### config.mk
export PLATFORM = sky130hd
export DESIGN_NAME = pci_cfg_xlate
export DESIGN_NICKNAME = d
export VERILOG_FILES = /design/src/rtl/cfgx_pkg.sv /design/src/rtl/cfgx_low_enc.sv /design/src/rtl/cfgx_datapath.sv /design/src/rtl/cfgx_ctrl.sv /design/src/rtl/pci_cfg_xlate.sv
export SDC_FILE = /design/constraint.sdc
export NUM_CORES = 1
export LEC_CHECK = 0
export ABC_CLOCK_PERIOD_IN_PS = 2650
export BUFFER_PORTS_ARGS = -buffer_cell sky130_fd_sc_hd__buf_2
export CAP_MARGIN = 20
export CORE_AREA = 2 2 104 106
export CTS_CLUSTER_SIZE = 20
export DETAILED_ROUTE_END_ITERATION = 8
export DIE_AREA = 0 0 106 108
export PLACE_DENSITY = 0.78
export SLEW_MARGIN = 25
export SYNTH_ARGS = -nofsm -noshare
export SYNTH_HDL_FRONTEND = slang
export SYNTH_SLANG_ARGS = --single-unit
### constraint.sdc
create_clock -name clk -period 2.65 [get_ports clk]
set_input_delay 0 -clock clk [delete_from_list [all_inputs] [get_ports clk]]
set_output_delay 0 -clock clk [all_outputs]
set_load 0.005 [all_outputs]
### src/rtl/cfgx_pkg.sv
package cfgx_pkg;
  localparam int DATA_W    = 32;
  localparam int OFF_W     = 16;
  localparam int MAP_W     = 17;
  localparam int MODE_BIT  = 16;
  localparam int BUS_W     = 8;
  localparam int DEV_W     = 5;
  localparam int FN_W      = 3;
  localparam int REG_W     = 6;
  localparam int SIZE_W    = 3;
  localparam int BE_W      = DATA_W / 8;
  localparam int LANE_W    = $clog2(BE_W);
  localparam int IDSEL_LSB = REG_W + FN_W + LANE_W;
  localparam int IDSEL_W   = DATA_W - IDSEL_LSB;
  localparam int RSV_W     = DATA_W - 1 - BUS_W - DEV_W - FN_W - REG_W - LANE_W;

  typedef enum logic [1:0] {
    ST_IDLE = 2'd0,
    ST_WAIT = 2'd1,
    ST_RESP = 2'd2
  } xlState_t;

  // Strobes from control to datapath
  typedef struct packed {
    logic launch;
    logic rejectRsp;
    logic ackRsp;
    logic flagErr;
  } xlStrobe_t;

  // Decode results from datapath to control
  typedef struct packed {
    logic modeBad;
    logic shapeBad;
    logic idselZero;
  } xlDecode_t;
endpackage

### src/rtl/cfgx_low_enc.sv
module cfgx_low_enc #(
  parameter int W  = 21,
  parameter int IW = 5
) (
  input  logic [W-1:0]  vec,
  output logic [IW-1:0] idx,
  output logic          none
);
  logic [W:0]   below;
  logic [W-1:0] hit;

  assign below[0] = 1'b0;

  generate
    for (genvar g = 0; g < W; g++) begin : gChain
      assign below[g+1] = below[g] | vec[g];
      assign hit[g]     = vec[g] & ~below[g];
    end
  endgenerate

  assign none = ~below[W];

  always_comb begin
    idx = '0;
    for (int i = 0; i < W; i++) begin
      if (hit[i]) idx = idx | IW'(i);
    end
  end
endmodule

### src/rtl/cfgx_datapath.sv
module cfgx_datapath
  import cfgx_pkg::*;
(
  input  logic                clk,
  input  logic                rstN,
  input  logic                reqWrite,
  input  logic [OFF_W-1:0]    reqOffset,
  input  logic [SIZE_W-1:0]   reqSize,
  input  logic [DATA_W-1:0]   reqWdata,
  input  logic [MAP_W-1:0]    mapReg,
  input  logic [BUS_W-1:0]    busNum,
  input  logic [DATA_W-1:0]   dnRdata,
  input  logic                dnMabort,
  input  logic                dnTabort,
  input  xlStrobe_t           stb,
  output xlDecode_t           decode,
  output logic [DATA_W-1:0]   dnAddr,
  output logic [BE_W-1:0]     dnByteEn,
  output logic                dnWrite,
  output logic [DATA_W-1:0]   dnWdata,
  output logic [DATA_W-1:0]   rspRdata,
  output logic [1:0]          abortStat,
  output logic                idselErr
);
  logic [DATA_W-1:0]  formedAddr;
  logic [IDSEL_W-1:0] idselField;
  logic [DEV_W-1:0]   devNum;
  logic               idselNone;
  logic [LANE_W-1:0]  laneOff;
  logic [BE_W-1:0]    laneEn;
  logic               shapeOk;
  logic [DATA_W-1:0]  onesMask;
  logic [DATA_W-1:0]  pendMask;

  assign formedAddr = {mapReg[OFF_W-1:0], reqOffset};
  assign idselField = formedAddr[DATA_W-1:IDSEL_LSB];
  assign laneOff    = formedAddr[LANE_W-1:0];

  cfgx_low_enc #(.W(IDSEL_W), .IW(DEV_W)) uEnc (
    .vec  (idselField),
    .idx  (devNum),
    .none (idselNone)
  );

  // Lane enables and alignment check
  always_comb begin
    laneEn  = '0;
    shapeOk = 1'b0;
    case (reqSize)
      SIZE_W'(1): begin
        laneEn  = BE_W'(1) << laneOff;
        shapeOk = 1'b1;
      end
      SIZE_W'(2): begin
        laneEn  = BE_W'(3) << laneOff;
        shapeOk = ~laneOff[0];
      end
      SIZE_W'(BE_W): begin
        laneEn  = '1;
        shapeOk = (laneOff == '0);
      end
      default: begin
        laneEn  = '0;
        shapeOk = 1'b0;
      end
    endcase
  end

  always_comb begin
    case (reqSize)
      SIZE_W'(1): onesMask = DATA_W'({8{1'b1}});
      SIZE_W'(2): onesMask = DATA_W'({16{1'b1}});
      default:    onesMask = '1;
    endcase
  end

  assign decode.modeBad   = mapReg[MODE_BIT];
  assign decode.shapeBad  = ~shapeOk;
  assign decode.idselZero = idselNone;

  // Request register
  always_ff @(posedge clk or negedge rstN) begin
    if (!rstN) begin
      dnAddr   <= '0;
      dnByteEn <= '0;
      dnWrite  <= 1'b0;
      dnWdata  <= '0;
      pendMask <= '0;
    end else if (stb.launch) begin
      dnAddr   <= {1'b1, {RSV_W{1'b0}}, busNum, devNum,
                   formedAddr[IDSEL_LSB-1:REG_W+LANE_W],
                   formedAddr[REG_W+LANE_W-1:LANE_W],
                   {LANE_W{1'b0}}};
      dnByteEn <= laneEn;
      dnWrite  <= reqWrite;
      dnWdata  <= reqWdata;
      pendMask <= onesMask;
    end
  end

  // Response data
  always_ff @(posedge clk or negedge rstN) begin
    if (!rstN) begin
      rspRdata <= '0;
    end else if (stb.rejectRsp) begin
      rspRdata <= reqWrite ? '0 : onesMask;
    end else if (stb.ackRsp) begin
      rspRdata <= dnWrite ? '0 : (dnRdata & pendMask);
    end
  end

  // Abort status: cleared on launch, captured on ack
  always_ff @(posedge clk or negedge rstN) begin
    if (!rstN) begin
      abortStat <= 2'b00;
    end else if (stb.launch) begin
      abortStat <= 2'b00;
    end else if (stb.ackRsp) begin
      abortStat <= {dnTabort, dnMabort};
    end
  end

  always_ff @(posedge clk or negedge rstN) begin
    if (!rstN) begin
      idselErr <= 1'b0;
    end else if (stb.flagErr) begin
      idselErr <= 1'b1;
    end
  end
endmodule

### src/rtl/cfgx_ctrl.sv
module cfgx_ctrl
  import cfgx_pkg::*;
(
  input  logic      clk,
  input  logic      rstN,
  input  logic      reqValid,
  input  logic      dnAck,
  input  xlDecode_t decode,
  output xlStrobe_t stb,
  output logic      reqReady,
  output logic      dnReq,
  output logic      rspValid
);
  xlState_t state, stateNxt;

  always_comb begin
    stb      = '0;
    stateNxt = state;
    case (state)
      ST_IDLE: begin
        if (reqValid) begin
          if (decode.modeBad || decode.shapeBad) begin
            stb.rejectRsp = 1'b1;
            stateNxt      = ST_RESP;
          end else if (decode.idselZero) begin
            stb.rejectRsp = 1'b1;
            stb.flagErr   = 1'b1;
            stateNxt      = ST_RESP;
          end else begin
            stb.launch = 1'b1;
            stateNxt   = ST_WAIT;
          end
        end
      end
      ST_WAIT: begin
        if (dnAck) begin
          stb.ackRsp = 1'b1;
          stateNxt   = ST_RESP;
        end
      end
      ST_RESP: stateNxt = ST_IDLE;
      default: stateNxt = ST_IDLE;
    endcase
  end

  always_ff @(posedge clk or negedge rstN) begin
    if (!rstN) state <= ST_IDLE;
    else       state <= stateNxt;
  end

  assign reqReady = (state == ST_IDLE);
  assign dnReq    = (state == ST_WAIT);
  assign rspValid = (state == ST_RESP);
endmodule

### src/rtl/pci_cfg_xlate.sv
module pci_cfg_xlate
  import cfgx_pkg::*;
(
  input  logic                clk,
  input  logic                rstN,
  input  logic                reqValid,
  input  logic                reqWrite,
  input  logic [OFF_W-1:0]    reqOffset,
  input  logic [SIZE_W-1:0]   reqSize,
  input  logic [DATA_W-1:0]   reqWdata,
  output logic                reqReady,
  input  logic [MAP_W-1:0]    mapReg,
  input  logic [BUS_W-1:0]    busNum,
  output logic                rspValid,
  output logic [DATA_W-1:0]   rspRdata,
  output logic                dnReq,
  output logic                dnWrite,
  output logic [DATA_W-1:0]   dnAddr,
  output logic [BE_W-1:0]     dnByteEn,
  output logic [DATA_W-1:0]   dnWdata,
  input  logic                dnAck,
  input  logic [DATA_W-1:0]   dnRdata,
  input  logic                dnMabort,
  input  logic                dnTabort,
  output logic [1:0]          abortStat,
  output logic                idselErr
);
  xlStrobe_t stb;
  xlDecode_t decode;

  cfgx_ctrl uCtrl (
    .clk      (clk),
    .rstN     (rstN),
    .reqValid (reqValid),
    .dnAck    (dnAck),
    .decode   (decode),
    .stb      (stb),
    .reqReady (reqReady),
    .dnReq    (dnReq),
    .rspValid (rspValid)
  );

  cfgx_datapath uDp (
    .clk       (clk),
    .rstN      (rstN),
    .reqWrite  (reqWrite),
    .reqOffset (reqOffset),
    .reqSize   (reqSize),
    .reqWdata  (reqWdata),
    .mapReg    (mapReg),
    .busNum    (busNum),
    .dnRdata   (dnRdata),
    .dnMabort  (dnMabort),
    .dnTabort  (dnTabort),
    .stb       (stb),
    .decode    (decode),
    .dnAddr    (dnAddr),
    .dnByteEn  (dnByteEn),
    .dnWrite   (dnWrite),
    .dnWdata   (dnWdata),
    .rspRdata  (rspRdata),
    .abortStat (abortStat),
    .idselErr  (idselErr)
  );
endmodule

==> summary.md <==
| Metric | Value |
|---|---|
| Xor-xnor portion of the synthesized cell area | 0.1900% |
| Launching element type of the critical path | register |
| Last weighted congestion value of the routability-driven placer | 0.8255 |
| Inserted Clock Buffers | 9 |
| Effective utilization at floorplan | between 40% and 50% |
| Max_slew headroom | 47.58% |
| Post-Syn Instances | ~390 |
| DRC violations left | 0 |
| Number of flip-flops and latches in the synthesized netlist | slightly below 100 |
| Antenna violations before repair | 2 |
| Post-CTS clock slew at the launch and capture registers of the worst setup and hold paths | 0.09 ns |
| CTS tree | yes |
| Pin count of the biggest net entering global routing | 66 |
| Ordered cell list for the critical path | or3b_2, or2_2, a211oi_4, buf_12, mux2_2 |
| Worst EP arrival | approximately 2.6 ns |
| Global-route wire length before repair | 21890 µm |
| Netlist area before placement | approximately 0.0046 mm² |
| Maximum clock skew at final layout | ~0.010 ns |
| Average wire per cell in the routed design | ~17 µm |
| Detailed placer's ending HPWL | approximately 9000 µm |
| Multiplexer fraction of the synthesized cell area | roughly an eighth |
| CP Data Required Time | between 2 and 3 ns |
| Via count | 4204 |
| Async SR Flop Fraction | 100.0% |
| Final wirelength | 13830 µm |
| Maximum level of the CTS H-tree | 3 |
| Fmax | 429.3 MHz |
| Standard cell with the maximum stage delay on the critical path | or3b_2 |
| Core Footprint | about 0.010 mm² |
| Height of the chip | ~110 µm |
| Clock latency on the worst-skew pair | roughly 0.36 ns |
| Placement-stage worst setup slack | about 0.31 ns |
| Adder-cell share of the synthesized area | 0% |
| Routed Antenna Nets | 0 |
| Transition time at the pin with the least slew margin | between 0.7 and 0.8 ns |
| CP max FO | between 60 and 70 |
| Average cell area after synthesis | between 10 and 15 µm² |
| Class of the worst hold path | in2reg |
| Count of buffers inserted at the top-level ports | 212 |
| DIE AREA | between 0.01 and 0.015 mm² |
| Delay of the slowest cell on the worst path | 0.49 ns |
| TritonCTS Sinks | 99 |
| Via count of the first global-routing pass | 4492 |
| Tot GR Track Use | about a quarter |
| Critical path class | reg2reg |
| Pwr/cell area | between 700 and 800 mW/mm² |
| Static Leakage | ~3.2 nW |
| Prevailing post-synth register cell | dfrtp_1 |
| Layout filler cell count | a little under 800 |
| Final number of max-transition violations | 0 |
| Number of library cell types mapped by synthesis | 46 |
| Setup crit end kind | register |
| Largest family of logic cells by synthesized area | compound AO/OA/AOI/OAI gates |
| Simple-Gate Fraction of Synth Area | under 10% |
| Detailed-router iteration count before antenna repair | 4 |
| Yosys warning total | 0 |
| Root buffer cell | clkbuf_8 |
| # nets final | 771 |
| Setup-failing EPs final | 0 |
| Buffers inserted during post-CTS setup optimization | 0 |
| Complex-gate fraction of the synthesized area | 20.39% |
| Post-synthesis sequential area ratio | a little over half |
| Status | finished, final reports clean |
| Max VDD drop | ~0.4 mV |
| Reg area | around 0.0025 mm² |
| Final global-route overflow total | 0 |
| Max-cap violations | 0 |
| P&R area growth vs syn | 45.03% |
| Routed vias/inst | around 5.3 |
| Number of buffers on the longest clock path | 2 |
| Final number of hold-violating endpoints | 0 |
| Area of the multi-input gates | 0.001961 mm² |
| Top-level port count | 222 |
| First-iteration detailed-routing DRC count | 224 |
| Minimum period implied by the final worst setup slack | 2.329 ns |
| RSZ-0062 raised after global routing | false |
| Fraction of layout instances using a drive strength above 1 | a little under half |
| Row cnt | 37 |
| Final total negative setup slack | 0 ns |
| CTS-repair resized insts | 0 |
| DIE WIDTH | about 110 µm |
| Final critical-path share of the clock period | 87.90% |
| Number of enable-type register cells in the synthesized netlist | 0 |
| Minimum setup slack in the final design | around 0.32 ns |
-- cell type report --
class                           instances  share of cell area, %
Inverter                                7                 0.3930
Multi-Input combinational cell        250                  29.33
Sequential cell                        99                  37.06
Clock buffer                           10                  2.059
Antenna cell                            2                0.07486
Timing Repair Buffer                  289                  27.40
Clock inverter                          4                  1.142
Tap cell                              136                  2.545
-- what timing repair did --
item,4_1_cts,5_1_grt
endpoints found under the setup margin,0,0
endpoints found under the hold margin,110,0
hold buffers,66,0
-- cells in the final DEF (no fill, tap or decap), types with 6 or more instances in the layout --
cell type / Yosys / layout
a21o_1: 25 / 25
a21oi_1: 17 / 17
a2bb2oi_1: 22 / 22
a2bb2oi_2: 10 / 10
buf_2: 12 / 211
buf_4: 10 / 10
clkbuf_8: 0 / 10
conb_1: 1 / 9
dfrtp_1: 99 / 99
dlygate4sd3_1: 0 / 66
inv_1: 7 / 7
mux2_2: 50 / 50
nand2_1: 6 / 6
nor2_1: 19 / 19
nor2b_1: 8 / 8
o211ai_1: 8 / 8
o21ai_0: 27 / 27
-- worst max-delay path, delay by kind of cell, from the launching register on --
| kind | cells | cell delay (ns) |
|---|---|---|
| buf+inv | 1 | 0.33 |
| compound gates | 1 | 0.22 |
| flops | 1 | 0.41 |
| mux | 1 | 0.39 |
| simple gates | 2 | 0.81 |
-- report_power, final --
group / leakage, nW / internal, W / switching (W)
registers: 1.19 / 0.00196 / 0.000262
clock network: 0.104 / 0.000549 / 0.000516
logic: 1.87 / 0.000849 / 0.000678
-- metrics by stage --
stage	instance area (µm²)	instances	total power, W	util, %	hold WS (ns)
floorplan	4639	395	0.002915	-	-0.2956
global placement	5806	715	0.003596	56.74	0.04158
detailed placement	5806	715	0.003667	56.74	0.05338
CTS	6680	795	0.004805	65.29	0.005405
global route	6680	795	0.005093	65.29	0.02777
finish	6685	797	0.004813	65.34	0.01612
-- path summary, 6_finish.rpt --
path / startpoint / to / slack (ns) / cells past startpoint
worst max-delay path: uCtrl.state[1] / uDp.dnAddr[3] / 0.32 / 5
worst min-delay path: reqOffset[1] / uDp.dnByteEn[3] / 0.02 / 3
worst max register to register: uCtrl.state[1] / uDp.dnAddr[3] / 0.32 / 5
worst min register to register: uDp.idselErr / uDp.idselErr / 0.50 / 1
max in group asynchronous: rstN / uDp.rspRdata[9] / 1.74 / 3
min in group asynchronous: rstN / uDp.dnByteEn[3] / 0.20 / 2
-- cell families after synthesis --
group	count (synthesis)
AOI/OAI and AO/OA	126
DFF	99
and+or+nand+nor	64
muxes	50
buffers and inverters	46
xor gates and xnor gates	1
other	1
-- cell usage after synthesis (all sizes together) (2+ instances only) --
cell type | number | share of area, %
nor2b | 8 | 1.1
o21ai | 29 | 3.1
or2 | 3 | 0.41
o211ai | 8 | 1.3
nor3 | 3 | 0.33
nand2 | 6 | 0.49
nand3 | 4 | 0.43
nand4 | 4 | 0.54
or4 | 3 | 0.57
buf | 26 | 3.4
nor2 | 19 | 1.5
a21o | 25 | 4.1
o22a | 2 | 0.38
nor4 | 4 | 1.1
a211oi | 3 | 0.60
mux2 | 50 | 12
clkbuf | 13 | 1.1
a2bb2oi | 32 | 7.4
a21oi | 17 | 1.8
dfrtp | 99 | 54
o21bai | 3 | 0.49
a31oi | 3 | 0.41
nor3b | 3 | 0.49
inv | 7 | 0.57
-- registers in the layout (all words and copies together), names as in the netlist --
register,cells
uDp.dnByteEn,4
uDp.abortStat,2
uCtrl.state,2
uDp.idselErr,1
uDp.dnWdata,32
uDp.pendMask,3
uDp.rspRdata,32
uDp.dnWrite,1
uDp.dnAddr,22
-- per-layer routing --
layer  global-route usage (%)  part of all wire (%)  vias up
li1                         -                     -     1931
met1                    28.84                    39     2024
met2                    40.60                    49      201
met3                    7.535                   8.5       46
met4                    11.75                   3.5        2
met5                        0                  0.11        -
Power figures use the tool's default switching activity.
